<file path="config.mk">
export PLATFORM = sky130hd
export DESIGN_NAME = sgq_desc_queue
export DESIGN_NICKNAME = d
export VERILOG_FILES = /design/src/rtl/sgq_pkg.sv /design/src/rtl/sgq_regs.sv /design/src/rtl/sgq_store.sv /design/src/rtl/sgq_desc_queue.sv
export SDC_FILE = /design/constraint.sdc
export NUM_CORES = 1
export LEC_CHECK = 0
export BUFFER_PORTS_ARGS = -buffer_cell sky130_fd_sc_hd__buf_4
export CORE_MARGIN = 1.5
export CORE_UTILIZATION = 45
export CTS_BUF_LIST = sky130_fd_sc_hd__clkbuf_2 sky130_fd_sc_hd__clkbuf_4 sky130_fd_sc_hd__clkbuf_8
export CTS_CLUSTER_DIAMETER = 60
export DETAILED_ROUTE_END_ITERATION = 10
export PLACE_DENSITY = 0.68
export SYNTH_ARGS = -nofsm -noshare
export SYNTH_HDL_FRONTEND = slang
export SYNTH_SLANG_ARGS = --single-unit
</file>
<file path="constraint.sdc">
create_clock -name clk -period 9.7 [get_ports clk]
set_input_delay 1.94 -clock clk [delete_from_list [all_inputs] [get_ports clk]]
set_output_delay 1.94 -clock clk [all_outputs]
set_load 0.02 [all_outputs]
</file>
<file path="src/rtl/sgq_pkg.sv">
package sgq_pkg;
  // Register offsets from the block base
  localparam logic [7:0] OFF_CFG = 8'h00;
  localparam logic [7:0] OFF_ADR = 8'h10;
  localparam logic [7:0] OFF_CMD = 8'h18;

  // Control register bit positions
  localparam int CFG_CLR  = 16;
  localparam int CFG_LVL  = 8;
  localparam int LVL_W    = 5;
  localparam int CFG_IEN  = 20;
  localparam int CFG_DONE = 24;
  localparam int CFG_OVF  = 25;
  localparam int CFG_MIS  = 26;

  // Command word bit positions
  localparam int CMD_DIR  = 62;
  localparam int CMD_SUPP = 60;
  localparam int CMD_SWAP = 57;
  localparam int CMD_LE   = 56;
  localparam int CMD_WRDS = 36;
  localparam int WORDS_W  = 20;

  typedef struct packed {
    logic [63:0]        addr;
    logic               dir;
    logic               supp;
    logic [2:0]         swap;
    logic               le;
    logic [WORDS_W-1:0] words;
  } sgq_entry_t;
endpackage

</file>
<file path="src/rtl/sgq_regs.sv">
module sgq_regs
  import sgq_pkg::*;
#(
  parameter int CNT_W = 5
) (
  input  logic             clk,
  input  logic             rst,
  input  logic             reg_wr,
  input  logic [7:0]       reg_addr,
  input  logic [63:0]      reg_wdata,
  input  logic [CNT_W-1:0] cnt,
  input  logic             full,
  input  logic             done_set,
  output logic [63:0]      reg_rdata,
  output logic             clr_q,
  output logic             flush,
  output logic             push,
  output sgq_entry_t       push_ent,
  output logic             irq_en_q,
  output logic             ovf_q,
  output logic             irq_o
);
  logic             cfg_wr, adr_wr, cmd_wr;
  logic [LVL_W-1:0] lvl_q;
  logic             dsts_q, mis_q;
  logic [63:0]      staged_q;
  logic [63:0]      cfg_view, rd_mux;
  logic             ovf_set, mis_set;
  logic             unused_cmd_bits;

  assign cfg_wr = reg_wr && (reg_addr == OFF_CFG);
  assign adr_wr = reg_wr && (reg_addr == OFF_ADR);
  assign cmd_wr = reg_wr && (reg_addr == OFF_CMD);

  // Commit rules: disabled or full beats misalignment
  assign ovf_set = cmd_wr && (clr_q || full);
  assign mis_set = cmd_wr && !clr_q && !full && (staged_q[2:0] != 3'b000);
  assign push    = cmd_wr && !clr_q && !full && (staged_q[2:0] == 3'b000);
  assign flush   = clr_q || (cfg_wr && reg_wdata[CFG_CLR]);

  assign push_ent.addr  = staged_q;
  assign push_ent.dir   = reg_wdata[CMD_DIR];
  assign push_ent.supp  = reg_wdata[CMD_SUPP];
  assign push_ent.swap  = reg_wdata[CMD_SWAP+2:CMD_SWAP];
  assign push_ent.le    = reg_wdata[CMD_LE];
  assign push_ent.words = reg_wdata[CMD_WRDS+WORDS_W-1:CMD_WRDS];
  assign unused_cmd_bits = ^{reg_wdata[63], reg_wdata[61], reg_wdata[35:27],
                             reg_wdata[23:21], reg_wdata[19:17], reg_wdata[15:13],
                             reg_wdata[7:0]};

  always_comb begin
    cfg_view = '0;
    cfg_view[CNT_W-1:0]             = cnt;
    cfg_view[CFG_LVL+LVL_W-1:CFG_LVL] = lvl_q;
    cfg_view[CFG_CLR]               = clr_q;
    cfg_view[CFG_IEN]               = irq_en_q;
    cfg_view[CFG_DONE]              = dsts_q;
    cfg_view[CFG_OVF]               = ovf_q;
    cfg_view[CFG_MIS]               = mis_q;
  end

  always_comb begin
    case (reg_addr)
      OFF_CFG: rd_mux = cfg_view;
      OFF_ADR: rd_mux = staged_q;
      default: rd_mux = '0;
    endcase
  end

  always_ff @(posedge clk) begin
    if (rst) begin
      clr_q     <= 1'b1;
      lvl_q     <= '0;
      irq_en_q  <= 1'b0;
      dsts_q    <= 1'b0;
      ovf_q     <= 1'b0;
      mis_q     <= 1'b0;
      staged_q  <= '0;
      reg_rdata <= '0;
    end else begin
      reg_rdata <= rd_mux;
      if (adr_wr) staged_q <= reg_wdata;
      if (cfg_wr) begin
        clr_q    <= reg_wdata[CFG_CLR];
        lvl_q    <= reg_wdata[CFG_LVL+LVL_W-1:CFG_LVL];
        irq_en_q <= reg_wdata[CFG_IEN];
      end
      dsts_q <= (dsts_q && !(cfg_wr && reg_wdata[CFG_DONE])) || done_set;
      ovf_q  <= (ovf_q  && !(cfg_wr && reg_wdata[CFG_OVF]))  || ovf_set;
      mis_q  <= (mis_q  && !(cfg_wr && reg_wdata[CFG_MIS]))  || mis_set;
    end
  end

  assign irq_o = irq_en_q && (dsts_q ||
                 (!clr_q && (lvl_q != '0) && (int'(cnt) < int'(lvl_q))));
endmodule

</file>
<file path="src/rtl/sgq_store.sv">
module sgq_store
  import sgq_pkg::*;
#(
  parameter int DEPTH = 16,
  parameter int AW    = $clog2(DEPTH),
  parameter int CNT_W = $clog2(DEPTH+1)
) (
  input  logic             clk,
  input  logic             rst,
  input  logic             flush,
  input  logic             en,
  input  logic             push,
  input  sgq_entry_t       push_ent,
  input  logic             pop_ready,
  input  logic             done_i,
  output logic             pop_valid,
  output sgq_entry_t       head_ent,
  output logic [CNT_W-1:0] cnt,
  output logic [CNT_W-1:0] pend,
  output logic             full,
  output logic             done_set
);
  sgq_entry_t      mem [DEPTH];
  logic [AW-1:0]   wr_ptr, is_ptr, rt_ptr;
  logic            pop_fire, retire;

  function automatic logic [AW-1:0] nxt(input logic [AW-1:0] p);
    return (p == AW'(DEPTH-1)) ? '0 : p + AW'(1);
  endfunction

  // Storage without reset so it can map onto distributed RAM
  always_ff @(posedge clk) begin
    if (push) mem[wr_ptr] <= push_ent;
  end

  assign head_ent  = mem[is_ptr];
  assign full      = (cnt == CNT_W'(DEPTH));
  assign pop_valid = en && (pend != '0);
  assign pop_fire  = pop_valid && pop_ready;
  assign retire    = done_i && en && !flush && (cnt != pend);
  assign done_set  = retire && !mem[rt_ptr].supp;

  always_ff @(posedge clk) begin
    if (rst || flush) begin
      wr_ptr <= '0;
      is_ptr <= '0;
      rt_ptr <= '0;
      cnt    <= '0;
      pend   <= '0;
    end else begin
      if (push)     wr_ptr <= nxt(wr_ptr);
      if (pop_fire) is_ptr <= nxt(is_ptr);
      if (retire)   rt_ptr <= nxt(rt_ptr);
      cnt  <= cnt  + CNT_W'(push) - CNT_W'(retire);
      pend <= pend + CNT_W'(push) - CNT_W'(pop_fire);
    end
  end
endmodule

</file>
<file path="src/rtl/sgq_desc_queue.sv">
module sgq_desc_queue
  import sgq_pkg::*;
#(
  parameter int DEPTH = 16,
  parameter int LEN_W = WORDS_W + 4
) (
  input  logic             clk,
  input  logic             rst,
  input  logic             reg_wr,
  input  logic [7:0]       reg_addr,
  input  logic [63:0]      reg_wdata,
  output logic [63:0]      reg_rdata,
  output logic             pop_valid,
  input  logic             pop_ready,
  output logic [63:0]      pop_addr,
  output logic [LEN_W-1:0] pop_len,
  output logic             pop_dir,
  output logic [2:0]       pop_swap,
  output logic             pop_le,
  output logic             pop_irq_en,
  input  logic             done_i,
  output logic             irq_o
);
  localparam int AW    = $clog2(DEPTH);
  localparam int CNT_W = $clog2(DEPTH+1);

  logic             clr_q, flush, push, full, done_set, irq_en_q, ovf_q;
  logic [CNT_W-1:0] cnt, pend;
  sgq_entry_t       push_ent, head_ent;

  sgq_regs #(.CNT_W(CNT_W)) regs_i (
    .clk(clk), .rst(rst), .reg_wr(reg_wr), .reg_addr(reg_addr),
    .reg_wdata(reg_wdata), .cnt(cnt), .full(full), .done_set(done_set),
    .reg_rdata(reg_rdata), .clr_q(clr_q), .flush(flush), .push(push),
    .push_ent(push_ent), .irq_en_q(irq_en_q), .ovf_q(ovf_q), .irq_o(irq_o)
  );

  sgq_store #(.DEPTH(DEPTH), .AW(AW), .CNT_W(CNT_W)) store_i (
    .clk(clk), .rst(rst), .flush(flush), .en(!clr_q), .push(push),
    .push_ent(push_ent), .pop_ready(pop_ready), .done_i(done_i),
    .pop_valid(pop_valid), .head_ent(head_ent), .cnt(cnt), .pend(pend),
    .full(full), .done_set(done_set)
  );

  assign pop_addr   = head_ent.addr;
  assign pop_len    = (LEN_W'(head_ent.words) + LEN_W'(1)) << 3;
  assign pop_dir    = head_ent.dir;
  assign pop_swap   = head_ent.swap;
  assign pop_le     = head_ent.le;
  assign pop_irq_en = !head_ent.supp;
endmodule

</file>
==> results by group <==
STA
  • Final Hold Slack: ~0.46 ns
  • Slew Limit Fails: 0
  • Max transition margin: 0.227
  • Period utilisation layout: 0.723
  • Layout Skew: 0.0829 ns
  • Setup total negative slack: 0 ns
  • Final min period: 7.01 ns
  • Fmax: around 0.14 GHz
  • Final hold vios: 0
  • Count of final setup violators: 0
  • RSZ-0062 raised after global routing: false
  • Worst Max-Slew Pin Slew: approximately 1.2 ns

Final layout
  • Layout area overhead: 15.0%
  • Fill cells: 10400
  • Finished Cell Area: roughly 70000 sq um
  • Multi-input gate area: 13500 sq um
  • Fin nets: approximately 3300
  • Share of cells above drive strength 1: 0.334
  • FF/Latch Area: approximately 47000 sq um

Power and ir drop
  • Pwr dens: 192 nW/um^2
  • Peak supply drop: roughly 100 uV
  • Leak: roughly 25 nW

Placed design
  • Detailed placement HPWL: between 70 and 80 mm
  • Routability Congestion: between 0.7 and 0.8
  • # port buffers: 233
  • Dpl cell area: 64700 sq um

GRT
  • Initial antenna violation count: 7
  • First-pass GRT wire length: roughly 200 mm
  • Total GRT Usage: 0.209
  • Number of global-route vias before repair: a little over 30000
  • Largest net degree at the start of global routing: approximately 140
  • GR Overflow Total: 0

Synthesis
  • Yosys top cell by area: edfxtp_1
  • Top cells by area, synth: edfxtp_1, mux4_2, dfxtp_1
  • Synth Cell Area: ~61000 sq um
  • Top cell type's share of synthesized area: 0.710
  • Flops & latches, synth: approximately 1600
  • Ys flop type: edfxtp_1
  • Register area share after synthesis: 0.766
  • Post-synth EDFFs: 1440
  • Most frequent cell after synthesis: edfxtp_1
  • Post-synth ARST share: 0
  • Syn Inst Count: ~2800
  • Ys Warns: 0
  • Mean Syn Cell Area: roughly 22 sq um
  • Yosys cell types: 55
  • Most common library cells after synthesis: edfxtp_1, mux4_2, nand2_1

Setup path
  • Critical path arrival: between 5 and 6 ns
  • RR Startpoint: store_i.cnt[2]
  • Critical Path Start Type: flip-flop
  • Endpoint class of the critical path: output pin
  • WP data required: a little under 8 ns
  • Crit Path Category: reg -> out
  • Crit-path max FO: 56

Routing
  • Total number of vias: about 30000
  • Initial DRC Count: 3025
  • WL per Instance: 27.5 um
  • First drt pass iteration count: 5
  • WL final: between 100 and 150 mm
  • Post-route ant nets: 0
  • Via density: 5.68
  • DRC errors left: 0

Clock tree
  • CTS clk-pin slew, worst paths: roughly 0.06 ns
  • Resized Gates After CTS: 0
  • Post-CTS setup repair buffer count: 0
  • Hold_buf cts: 0
  • Clock root buffer: clkbuf_8
  • CTS tree: built
  • CTS Sinks: between 1500 and 2000
  • Num CTS Buffers: 280
  • H-Tree Depth: 5
  • Worst-Skew Late Latency: approximately 0.98 ns
  • Clk buf depth: 4

Status
  • Status: finished clean

Run
  • Max-Cap Viols: 0

Floorplanning
  • Row count: 134
  • Ports: 237
  • Die height: ~370 um
  • Die area: 137000 sq um
  • Core box area: 134000 sq um
  • DIE WIDTH: 371 um
  • Initial Util: 0.455

Worst hold path
  • HP Class: reg -> reg
  • Hold path start: regs_i.mis_q
kinds of logic after synthesis:
kind of cell	after synthesis	synth area share
buffers and inverters	171	0.0145
XOR/XNOR	35	0.00504
flip-flops	1608	0.766
AND/OR/NAND/NOR	371	0.0283
other	1	0.0000616
AO/OA/AOI/OAI	156	0.0168
adder cells (fa/ha/maj)	24	0.00518
multiplexers	450	0.165
sequential cells by signal, summed over array words and instances (netlist names), 4 cells and up, named ones only:
| register | cells |
|---|---|
| store_i.pend | 5 |
| regs_i.staged_q | 64 |
| store_i.mem | 1440 |
| store_i.cnt | 5 |
| store_i.is_ptr | 4 |
| regs_i.reg_rdata | 64 |
| store_i.wr_ptr | 4 |
| regs_i.lvl_q | 5 |
| store_i.rt_ptr | 4 |
final cells by class:
class / count / area share
inverters: 25 / 0.00141
well taps: 1768 / 0.0316
diodes: 5 / 0.000179
flip-flops and latches: 1608 / 0.666
clock buffers: 398 / 0.0695
repair buffers: 292 / 0.0320
multi-input cells: 1039 / 0.193
clock inverters: 74 / 0.00615
report_power, final:
group          switching (W)  leakage (nW)  internal [W]   total, W
clock                0.00257          2.81       0.00331    0.00589
combinational      0.0000414          5.09     0.0000217  0.0000631
sequential        0.00000163          16.7       0.00746    0.00746
layer usage:
layer / GRT usage / vias to the layer above / wire length [um]
met5: 0 / - / 23
met4: 0.0772 / 4 / 4040
met3: 0.0418 / 241 / 10300
met2: 0.339 / 1216 / 70900
met1: 0.282 / 15600 / 57800
li1: - / 12500 / -
cells in the final DEF (no fill, tap or decap), drive strengths merged, types with 11 or more instances in the layout:
cell and n:
a22oi 36, clkbuf 398, and2 55, inv 25, ha 22, nor2 74
mux4 430, a21oi 86, nand3 15, clkinv 65, mux2i 20, buf 292
nand2 178, nor3 11, xnor2 16, xor2 19, edfxtp 1440, dfxtp 168
worst max-delay path, stage by stage, from the launching register on:
cell	delay, ns
dfxtp_4	0.89
buf_4	0.77
nor2b_1	0.50
a221oi_1	0.21
o21ai_0	0.29
nand2_2	0.17
ha_1	0.24
and3_1	0.27
nand2b_1	0.27
nor2_1	0.10
xor2_1	0.18
buf_4	0.18
per-stage QoR:
step | cells | worst slack (ns) | util | total power (W)
6_report | 5209 | 2.69 | 0.523 | 0.0134
5_1_grt | 5205 | 2.33 | 0.523 | 0.0138
4_1_cts | 5204 | 2.60 | 0.523 | 0.0135
3_5_place_dp | 4732 | 3.66 | 0.484 | 0.00767
3_3_place_gp | 4732 | 3.71 | 0.484 | 0.00767
2_1_floorplan | 2818 | 2.11 | - | 0.00762
path summary, 6_finish.rpt:
check,slack [ns],end,cells past startpoint
hold / removal,0.46,regs_i.mis_q,2
setup reg to reg,5.79,store_i.mem[8][13],10
hold reg to reg,0.46,regs_i.mis_q,2
setup / recovery,2.69,pop_len[13],11
No activity file was read; power rests on OpenSTA's default activity.
